$ cat src/rtl/rcc_pkg.sv
package rcc_pkg;
  localparam int unsigned B_RUN  = 0;
  localparam int unsigned B_SUSP = 3;
  localparam int unsigned B_POR  = 4;
  localparam int unsigned B_USB  = 5;
  localparam int unsigned B_WDT  = 6;

  localparam logic [7:0] M_SUSP      = 8'h08;
  localparam logic [7:0] M_CLR_ONLY  = 8'h71;  // run and the three cause flags
  localparam logic [7:0] M_RSVD      = 8'h86;
  localparam logic [7:0] POWERON_VAL = 8'h11;

  // Next register value after a write and any reset events in one cycle
  function automatic logic [7:0] scr_update(
    input logic [7:0] cur,
    input logic       wr,
    input logic [7:0] wd,
    input logic       wdt_evt,
    input logic       usb_evt,
    input logic       wake
  );
    logic [7:0] keep, nxt, setm;
    keep = wr ? wd : 8'hFF;
    nxt  = cur & keep & M_CLR_ONLY;
    nxt  = nxt | ((wr ? wd : cur) & M_SUSP);
    setm = 8'h00;
    setm[B_WDT] = wdt_evt;
    setm[B_USB] = usb_evt;
    setm[B_RUN] = wdt_evt | usb_evt;
    nxt  = nxt | setm;
    if (wake) nxt = nxt & ~M_SUSP;
    return nxt & ~M_RSVD;
  endfunction

  function automatic logic [7:0] read_view(input logic [7:0] scr, input logic hit);
    return hit ? (scr & ~M_RSVD) : 8'h00;
  endfunction
endpackage

$ cat src/rtl/rcc_stretch.sv
module rcc_stretch #(
  parameter int unsigned RST_CYC = 4
) (
  input  logic clk,
  input  logic por_i,
  input  logic evt_i,
  output logic rst_o,
  output logic end_o
);
  localparam int unsigned CNT_W = $clog2(RST_CYC + 1);

  logic [CNT_W-1:0] cnt_q;

  always_ff @(posedge clk) begin
    if (por_i || evt_i)       cnt_q <= CNT_W'(RST_CYC);
    else if (cnt_q != '0)     cnt_q <= cnt_q - CNT_W'(1);
  end

  assign rst_o = por_i || (cnt_q != '0);
  assign end_o = (cnt_q == CNT_W'(1)) && !evt_i && !por_i;

  AST_RST_RELOAD: assert property (@(posedge clk) disable iff (por_i)
    evt_i |=> rst_o);
  AST_RST_RELEASE: assert property (@(posedge clk) disable iff (por_i)
    end_o |=> !rst_o);
endmodule

$ cat src/rtl/rcc_state.sv
module rcc_state
  import rcc_pkg::*;
(
  input  logic       clk,
  input  logic       por_i,
  input  logic       wdt_evt_i,
  input  logic       usb_evt_i,
  input  logic       wake_i,
  input  logic       wr_hit_i,
  input  logic [7:0] wdata_i,
  output logic [7:0] scr_o
);
  logic [7:0] scr_q;
  logic       any_evt;

  assign any_evt = wdt_evt_i || usb_evt_i;

  always_ff @(posedge clk) begin
    if (por_i) scr_q <= POWERON_VAL;
    else       scr_q <= scr_update(scr_q, wr_hit_i, wdata_i, wdt_evt_i, usb_evt_i, wake_i);
  end

  assign scr_o = scr_q;

  AST_POR_STICKY: assert property (@(posedge clk) disable iff (por_i)
    $fell(scr_q[B_POR]) |-> $past(wr_hit_i));
  AST_RUN_ONLY_RESET: assert property (@(posedge clk) disable iff (por_i)
    $rose(scr_q[B_RUN]) |-> $past(any_evt));
  AST_WDT_RECORD: assert property (@(posedge clk) disable iff (por_i)
    wdt_evt_i |=> scr_q[B_WDT]);
  AST_SUSP_HOLD: assert property (@(posedge clk) disable iff (por_i)
    scr_q[B_SUSP] && !wake_i && !wr_hit_i |=> scr_q[B_SUSP]);
endmodule

$ cat src/rtl/rcc_fetch.sv
module rcc_fetch (
  input  logic clk,
  input  logic por_i,
  input  logic win_end_i,
  input  logic rst_i,
  input  logic susp_i,
  output logic fetch_o
);
  logic pend_q;

  assign fetch_o = pend_q && !susp_i && !rst_i;

  always_ff @(posedge clk) begin
    if (por_i)          pend_q <= 1'b0;
    else if (win_end_i) pend_q <= 1'b1;
    else if (fetch_o)   pend_q <= 1'b0;
  end

  AST_FETCH_PULSE: assert property (@(posedge clk) disable iff (por_i)
    fetch_o |=> !fetch_o);
endmodule

$ cat src/rtl/rst_cause_ctl.sv
module rst_cause_ctl
  import rcc_pkg::*;
#(
  parameter int unsigned RST_CYC  = 4,
  parameter logic [7:0]  SCR_ADDR = 8'hFF
) (
  input  logic       clk,
  input  logic       por_i,
  input  logic       wdt_evt_i,
  input  logic       usb_rst_evt_i,
  input  logic       wake_i,
  input  logic [7:0] io_addr_i,
  input  logic       io_wr_i,
  input  logic [7:0] io_wdata_i,
  output logic [7:0] io_rdata_o,
  output logic       sys_rst_o,
  output logic       cpu_run_o,
  output logic       vec_fetch_o,
  output logic       usb_tx_en_o,
  output logic       clk_stop_o
);
  logic       addr_hit, wr_hit, any_evt, win_end;
  logic [7:0] scr;

  assign addr_hit = (io_addr_i == SCR_ADDR);
  assign wr_hit   = io_wr_i && addr_hit;
  assign any_evt  = wdt_evt_i || usb_rst_evt_i;

  rcc_stretch #(.RST_CYC(RST_CYC)) u_stretch (
    .clk   (clk),
    .por_i (por_i),
    .evt_i (any_evt),
    .rst_o (sys_rst_o),
    .end_o (win_end)
  );

  rcc_state u_state (
    .clk       (clk),
    .por_i     (por_i),
    .wdt_evt_i (wdt_evt_i),
    .usb_evt_i (usb_rst_evt_i),
    .wake_i    (wake_i),
    .wr_hit_i  (wr_hit),
    .wdata_i   (io_wdata_i),
    .scr_o     (scr)
  );

  rcc_fetch u_fetch (
    .clk       (clk),
    .por_i     (por_i),
    .win_end_i (win_end),
    .rst_i     (sys_rst_o),
    .susp_i    (scr[B_SUSP]),
    .fetch_o   (vec_fetch_o)
  );

  assign io_rdata_o  = read_view(scr, addr_hit);
  assign clk_stop_o  = scr[B_SUSP];
  assign cpu_run_o   = scr[B_RUN] && !sys_rst_o && !scr[B_SUSP];
  assign usb_tx_en_o = !scr[B_WDT] && !sys_rst_o;
endmodule

$ cat config.mk
export PLATFORM = sky130hd
export DESIGN_NAME = rst_cause_ctl
export DESIGN_NICKNAME = d
export VERILOG_FILES = /design/src/rtl/rcc_pkg.sv /design/src/rtl/rcc_stretch.sv /design/src/rtl/rcc_state.sv /design/src/rtl/rcc_fetch.sv /design/src/rtl/rst_cause_ctl.sv
export SDC_FILE = /design/constraint.sdc
export NUM_CORES = 1
export LEC_CHECK = 0
export ABC_CLOCK_PERIOD_IN_PS = 1900
export BUFFER_PORTS_ARGS = -buffer_cell sky130_fd_sc_hd__buf_4
export CORE_AREA = 2 2 39 41
export DETAILED_ROUTE_END_ITERATION = 10
export DIE_AREA = 0 0 41 43
export PLACE_DENSITY = 0.76
export SLEW_MARGIN = 20
export SYNTH_ARGS = -nofsm -noshare
export SYNTH_HDL_FRONTEND = slang
export SYNTH_SLANG_ARGS = --single-unit
$ cat constraint.sdc
create_clock -name clk -period 1.9 [get_ports clk]
set_input_delay 0.19 -clock clk [delete_from_list [all_inputs] [get_ports clk]]
set_output_delay 0.19 -clock clk [all_outputs]
set_load 0.05 [all_outputs]
== Yosys cells after proc, flatten, opt, wreduce, memory -nomap -nowiden ==
Index checks and enable logic that the tools add are counted.
Widths: inputs -> output; s select.

* Register bits after elaboration: 9
* Bits in latches: 0
* Bits in writable memories: 0
* Memory bits (read-only): 0
* Input bits: 22
* Memories: 0

* $add $sub $neg: 1
* Multiply operators: 0
* Divide/modulo/power cells: 0
* Magnitude comparators: 0
* Eq/ne operators: 2
* Shifts and indexed selects: 0
* Multiplexer cells: 6
* Bitwise gates (word level): 4
* Reduce and logical (&&, ||, !) cells: 19

{| class="wikitable"
|+ Operators by type and width
! cell !! count
|-
| $mux 7 || 2
|-
| $eq 8x8->1 const B || 1
|-
| $logic_and 1x1->1 || 8
|-
| $mux 4 || 2
|-
| $and 7x7->7 || 1
|-
| $or 7x4->7 || 1
|-
| $or 7x7->7 || 1
|-
| $logic_not 1->1 || 5
|-
| $eq 3x1->1 const B || 1
|-
| $logic_or 1x1->1 || 3
|-
| $reduce_bool 3->1 || 1
|-
| $sub 3x1->3 const B || 1
|-
| $mux 1 || 2
|-
| $reduce_bool 2->1 || 1
|-
| $reduce_or 2->1 || 1
|-
| $or 1x1->1 || 1
|}

== Longest topological paths before layout ==
* Depth after elaboration: 7
* Mapped depth: 5

== By module ==
From an unflattened synthesis, not the netlist that was laid out.

* Cell total of the unflattened synthesis: 66
* Area total of the unflattened synthesis: 555.5 µm²

{| class="wikitable"
|+ By module, submodules not included
! module !! instances !! cells each !! area an instance (µm²) !! seq. area each (µm²)
|-
| rcc_state || 1 || 21 || 205.2 || 100.1
|-
| rcc_stretch || 1 || 19 || 187.7 || 60.1
|-
| rst_cause_ctl || 1 || 21 || 121.4 || 0.0
|-
| rcc_fetch || 1 || 5 || 41.3 || 20.0
|}

== Least setup slack after synthesis ==
No wires, ideal clock.

* Path kind: register to output
* Start: reg u_stretch.cnt_q[0]
* End: out usb_tx_en_o
* Arrival: 1.806 ns
* Path slack: -0.096 ns
* Stages on the path, launching flop included: 6
* Cells stage by stage: dfxtp_1 > inv_1 > ha_1 > nand2b_1 > or2_2 > nor2_1

* Longest elaborated chain between the ends: 4

{| class="wikitable"
|+ Ends and longest elaborated chain
! what !! line !! RTL
|-
| start: declaration || rcc_stretch.sv:12 || <nowiki>logic [CNT_W-1:0] cnt_q;</nowiki>
|-
| start signal: assignment || rcc_stretch.sv:15 || <nowiki>if (por_i || evt_i) cnt_q <= CNT_W'(RST_CYC);</nowiki>
|-
| start signal: assignment || rcc_stretch.sv:16 || <nowiki>else if (cnt_q != '0) cnt_q <= cnt_q - CNT_W'(1);</nowiki>
|-
| $reduce_bool 3->1 || rcc_stretch.sv:19 || <nowiki>assign rst_o = por_i || (cnt_q != '0);</nowiki>
|-
| $logic_or 1x1->1 || rcc_stretch.sv:19 ||
|-
| net sys_rst_o || rst_cause_ctl.sv:16 || <nowiki>output logic sys_rst_o,</nowiki>
|-
| $logic_not 1->1 || rst_cause_ctl.sv:60 || <nowiki>assign usb_tx_en_o = !scr[B_WDT] && !sys_rst_o;</nowiki>
|-
| $logic_and 1x1->1 || rst_cause_ctl.sv:60 ||
|-
| end: declaration || rst_cause_ctl.sv:19 || <nowiki>output logic usb_tx_en_o,</nowiki>
|}

The timed path passes the listed nets, and every way through them passes these cells.

== Worst setup path in the final report ==
* Start: reg u_stretch.cnt_q[0]
* End: out usb_tx_en_o

* Longest elaborated chain between the ends: 4

{| class="wikitable"
|+ Ends and longest elaborated chain
! what !! line
|-
| $reduce_bool 3->1 || rcc_stretch.sv:19
|-
| $logic_or 1x1->1 || rcc_stretch.sv:19
|-
| $logic_not 1->1 || rst_cause_ctl.sv:60
|-
| $logic_and 1x1->1 || rst_cause_ctl.sv:60
|}

No other way between the ends.

==> tab_implementation.tex <==
\begin{tabular}{lr}
\hline
Metric & Value \\
\hline
\multicolumn{2}{l}{\textbf{Finish}} \\
\quad Total of fill cells in the finished design & around 140 \\
\quad Area growth, synth to finish & 43.71\% \\
\quad Fraction of layout cells with a size suffix above 1 & 40.66\% \\
\quad Number of nets in the layout & 117 \\
\quad Ant. Diodes & 0 \\
\multicolumn{2}{l}{\textbf{GRT}} \\
\quad Residual overflow from global routing & 0 \\
\quad Antenna violations before repair & 0 \\
\quad Wire length of the first global-routing pass & 1807 um \\
\quad Number of global-route vias before repair & 467 \\
\quad Largest net degree at the start of global routing & 11 \\
\quad Aggregate global-route resource usage & 14.65\% \\
\multicolumn{2}{l}{\textbf{Critical path}} \\
\quad Worst endpoint required time & 1710 ps \\
\quad Arrival time of the worst setup path & 1580 ps \\
\quad Startpoint type of the worst setup path & flip-flop \\
\quad Category of the worst setup path capture point & primary output \\
\quad Type of the worst setup path & flip-flop to primary output \\
\quad Worst-path maximum fanout & 6 \\
\multicolumn{2}{l}{\textbf{Clock network}} \\
\quad Clk sinks & 9 \\
\quad Insertion delay to the later sink of the worst-skew pair & roughly 260 ps \\
\quad CTS Root Cell & clkbuf\_4 \\
\quad Post-CTS resize count & 0 \\
\quad Clock edge transition at the registers on the reported setup and hold paths & 60 ps \\
\quad H-tree levels & 1 \\
\quad CTS tree & done \\
\quad Deepest clock path buffer count & 2 \\
\quad Total of hold buffers inserted after clock tree synthesis & 0 \\
\quad Postcts setup bufs & 0 \\
\quad Number of clock buffers inserted by TritonCTS & 3 \\
\multicolumn{2}{l}{\textbf{Synthesis}} \\
\quad Top-area cell type share of the netlist area & 34.20\% \\
\quad Area leader, netlist & dfxtp\_1 \\
\quad Cell types with the largest area share after synthesis & dfxtp\_1 (34\%), nor2\_1 (9.3\%), and2\_1 (8.3\%) \\
\quad Synthesized cell area & 526.8 sq um \\
\quad \#FFs+latches synth & 9 \\
\quad Unique cell type count in the Yosys netlist & 24 \\
\quad Mean post-synth cell area & 8.496 sq um \\
\quad Synthesis warning total & 0 \\
\quad Cells after Synth & 62 \\
\quad Sequential share of the synthesized area & between 30\% and 40\% \\
\multicolumn{2}{l}{\textbf{STA}} \\
\quad Count of endpoints failing hold in the final timing report & 0 \\
\quad Worst Max-Slew Pin Slew & 551.1 ps \\
\quad Setup violators final & 0 \\
\quad Clock period minus final worst setup slack & 1769 ps \\
\quad Relative slew margins & 63.13\% \\
\quad Max-slew violation total from the final report & 0 \\
\quad Max Fclk & 565.3 MHz \\
\quad Part of the cycle the worst path needs & 93.11\% \\
\quad Layout Skew & 4.601 ps \\
\quad Setup repair after global routing missed its margin & false \\
\quad Post-route setup TNS & 0 ps \\
\multicolumn{2}{l}{\textbf{Route}} \\
\quad Post-route DRC violation count & 0 \\
\quad Routed wire length & 1101 um \\
\quad Via count & 513 \\
\quad 1st-iter DRT viols & 5 \\
\quad Routed wire per std cell & 10.29 um \\
\quad Initial DRT Pass Iterations & 2 \\
\quad Residual antenna-violating net count after detailed routing & 0 \\
\quad Vias per cell & around 4.8 \\
\multicolumn{2}{l}{\textbf{Placed design}} \\
\quad GP Congestion & 0.6999 \\
\quad Half-perimeter wire length of the detailed placement result & roughly 900 um \\
\quad \# port buffers & 28 \\
\multicolumn{2}{l}{\textbf{Hold path}} \\
\quad Class of the tightest hold or removal check & input port to flip-flop \\
\multicolumn{2}{l}{\textbf{Pwr}} \\
\quad Cell internal power dissipation & 0.3137 mW \\
\quad Peak supply drop & about 0.42 mV \\
\quad Switch Pwr & 0.1213 mW \\
\quad Power per unit of standard cell area & 574.7 nW/um\^{}2 \\
\quad Fraction of power spent switching nets & approximately 28\% \\
\quad Power share of the sequential group & 45.6\% \\
\quad Tot Pwr & 0.4350 mW \\
\quad Part of the power in the clock network & 35.3\% \\
\quad Power share of the combinational group & 19.2\% \\
\quad Total leakage power & 0.3907 nW \\
\multicolumn{2}{l}{\textbf{Floorplan}} \\
\quad Placeable core region & 1384 sq um \\
\quad Ports & 35 \\
\quad Height of the die & 43 um \\
\quad Starting density of the core & 38.07\% \\
\quad Area of the die & 1763 sq um \\
\quad Overall die width & 41 um \\
\quad Cell row count & 14 \\
\multicolumn{2}{l}{\textbf{Job}} \\
\quad Max-cap violation count & 0 \\
\multicolumn{2}{l}{\textbf{Outcome}} \\
\quad Status & completed \\
\hline
\end{tabular}
-- power by group through the flow --
stage | Clock, mW | Sequential (mW) | Combinational (mW)
final | 0.154 | 0.198 | 0.0833
after floorplan | 0 | 0.202 | 0.0530
after global placement | 0 | 0.202 | 0.0814
after global routing | 0.166 | 0.199 | 0.0917
after detailed placement | 0 | 0.202 | 0.0833
after CTS | 0.156 | 0.198 | 0.0833
-- synth_stat cells (all sizes together) --
cell    number
nor2        13
dfxtp        9
and2         7
buf          5
inv          5
a31oi        3
ha           3
a311oi       2
nand4        2
a211oi       1
a21oi        1
a41o         1
conb         1
nand2b       1
nand3b       1
nor3         1
o21ai        1
o311a        1
o31ai        1
or2          1
or3          1
xnor2        1
-- flip-flops by register name, indices dropped and copies added (netlist names) --
signal / cells
u_state.scr_o: 5
u_stretch.cnt_q: 3
u_fetch.pend_q: 1
-- layer usage --
layer | GRT usage, % | part of all wire (%)
met1 | 18.36 | 43
met2 | 23.13 | 52
met3 | 3.141 | 4.1
met4 | 6.000 | 1.5
met5 | 0 | 0
-- final cells by class --
type                            instances  area (sq um)  share of cell area (%)
Clock buffer                            4         26.28                   3.471
Inverter                                5         18.77                   2.479
Tap cell                               16         20.02                   2.645
Multi-Input combinational cell         45         301.5                   39.83
Timing Repair Buffer                   28         210.2                   27.77
Sequential cell                         9         180.2                   23.80
-- kinds of logic after synthesis --
group	synth area share, %
other	0.7119
AO/OA/AOI/OAI	17.10
flip-flops	34.20
AND/OR/NAND/NOR	28.27
buffers and inverters	10.93
XOR/XNOR	1.663
adder cells (fa/ha/maj)	7.127
-- worst max-delay path, cell delays in order (launching register included) --
cell	delay, ps
dfxtp_1	330
inv_1	80
ha_1	180
nand2b_2	120
or2_2	310
nor2_2	80
buf_4	200
-- cells in the final DEF (no fill, tap or decap), types with 2 or more instances in the layout --
cell type,count
buf_4,28
nor2_1,12
dfxtp_1,9
and2_1,7
inv_1,5
a31oi_1,3
ha_1,3
conb_1,3
clkbuf_4,3
nand4_1,2
a311oi_1,2
-- final timing paths --
path | depth (start not counted) | slack (ps) | to | from
hold reg to reg | 2 | 470 | u_fetch.pend_q$_SDFFE_PP0P_ | u_fetch.pend_q$_SDFFE_PP0P_
setup / recovery | 6 | 130 | usb_tx_en_o | u_stretch.cnt_q[0]$_SDFFE_PP0P_
setup reg to reg | 5 | 720 | u_fetch.pend_q$_SDFFE_PP0P_ | u_stretch.cnt_q[0]$_SDFFE_PP0P_
hold / removal | 2 | 150 | u_fetch.pend_q$_SDFFE_PP0P_ | por_i
-- metrics by stage --
step	util (%)	area [sq um]	cells	setup WS [ps]	hold slack, ps
after CTS	54.52	754.5	107	47.19	147.0
after floorplan	-	536.8	64	132.7	291.2
after global routing	54.70	757.0	107	33.66	148.7
after detailed placement	52.62	728.2	103	334.2	424.5
after global placement	52.62	728.2	103	371.4	424.3
final	54.70	757.0	107	131.0	150.0
(Power assumes the default switching activity.)
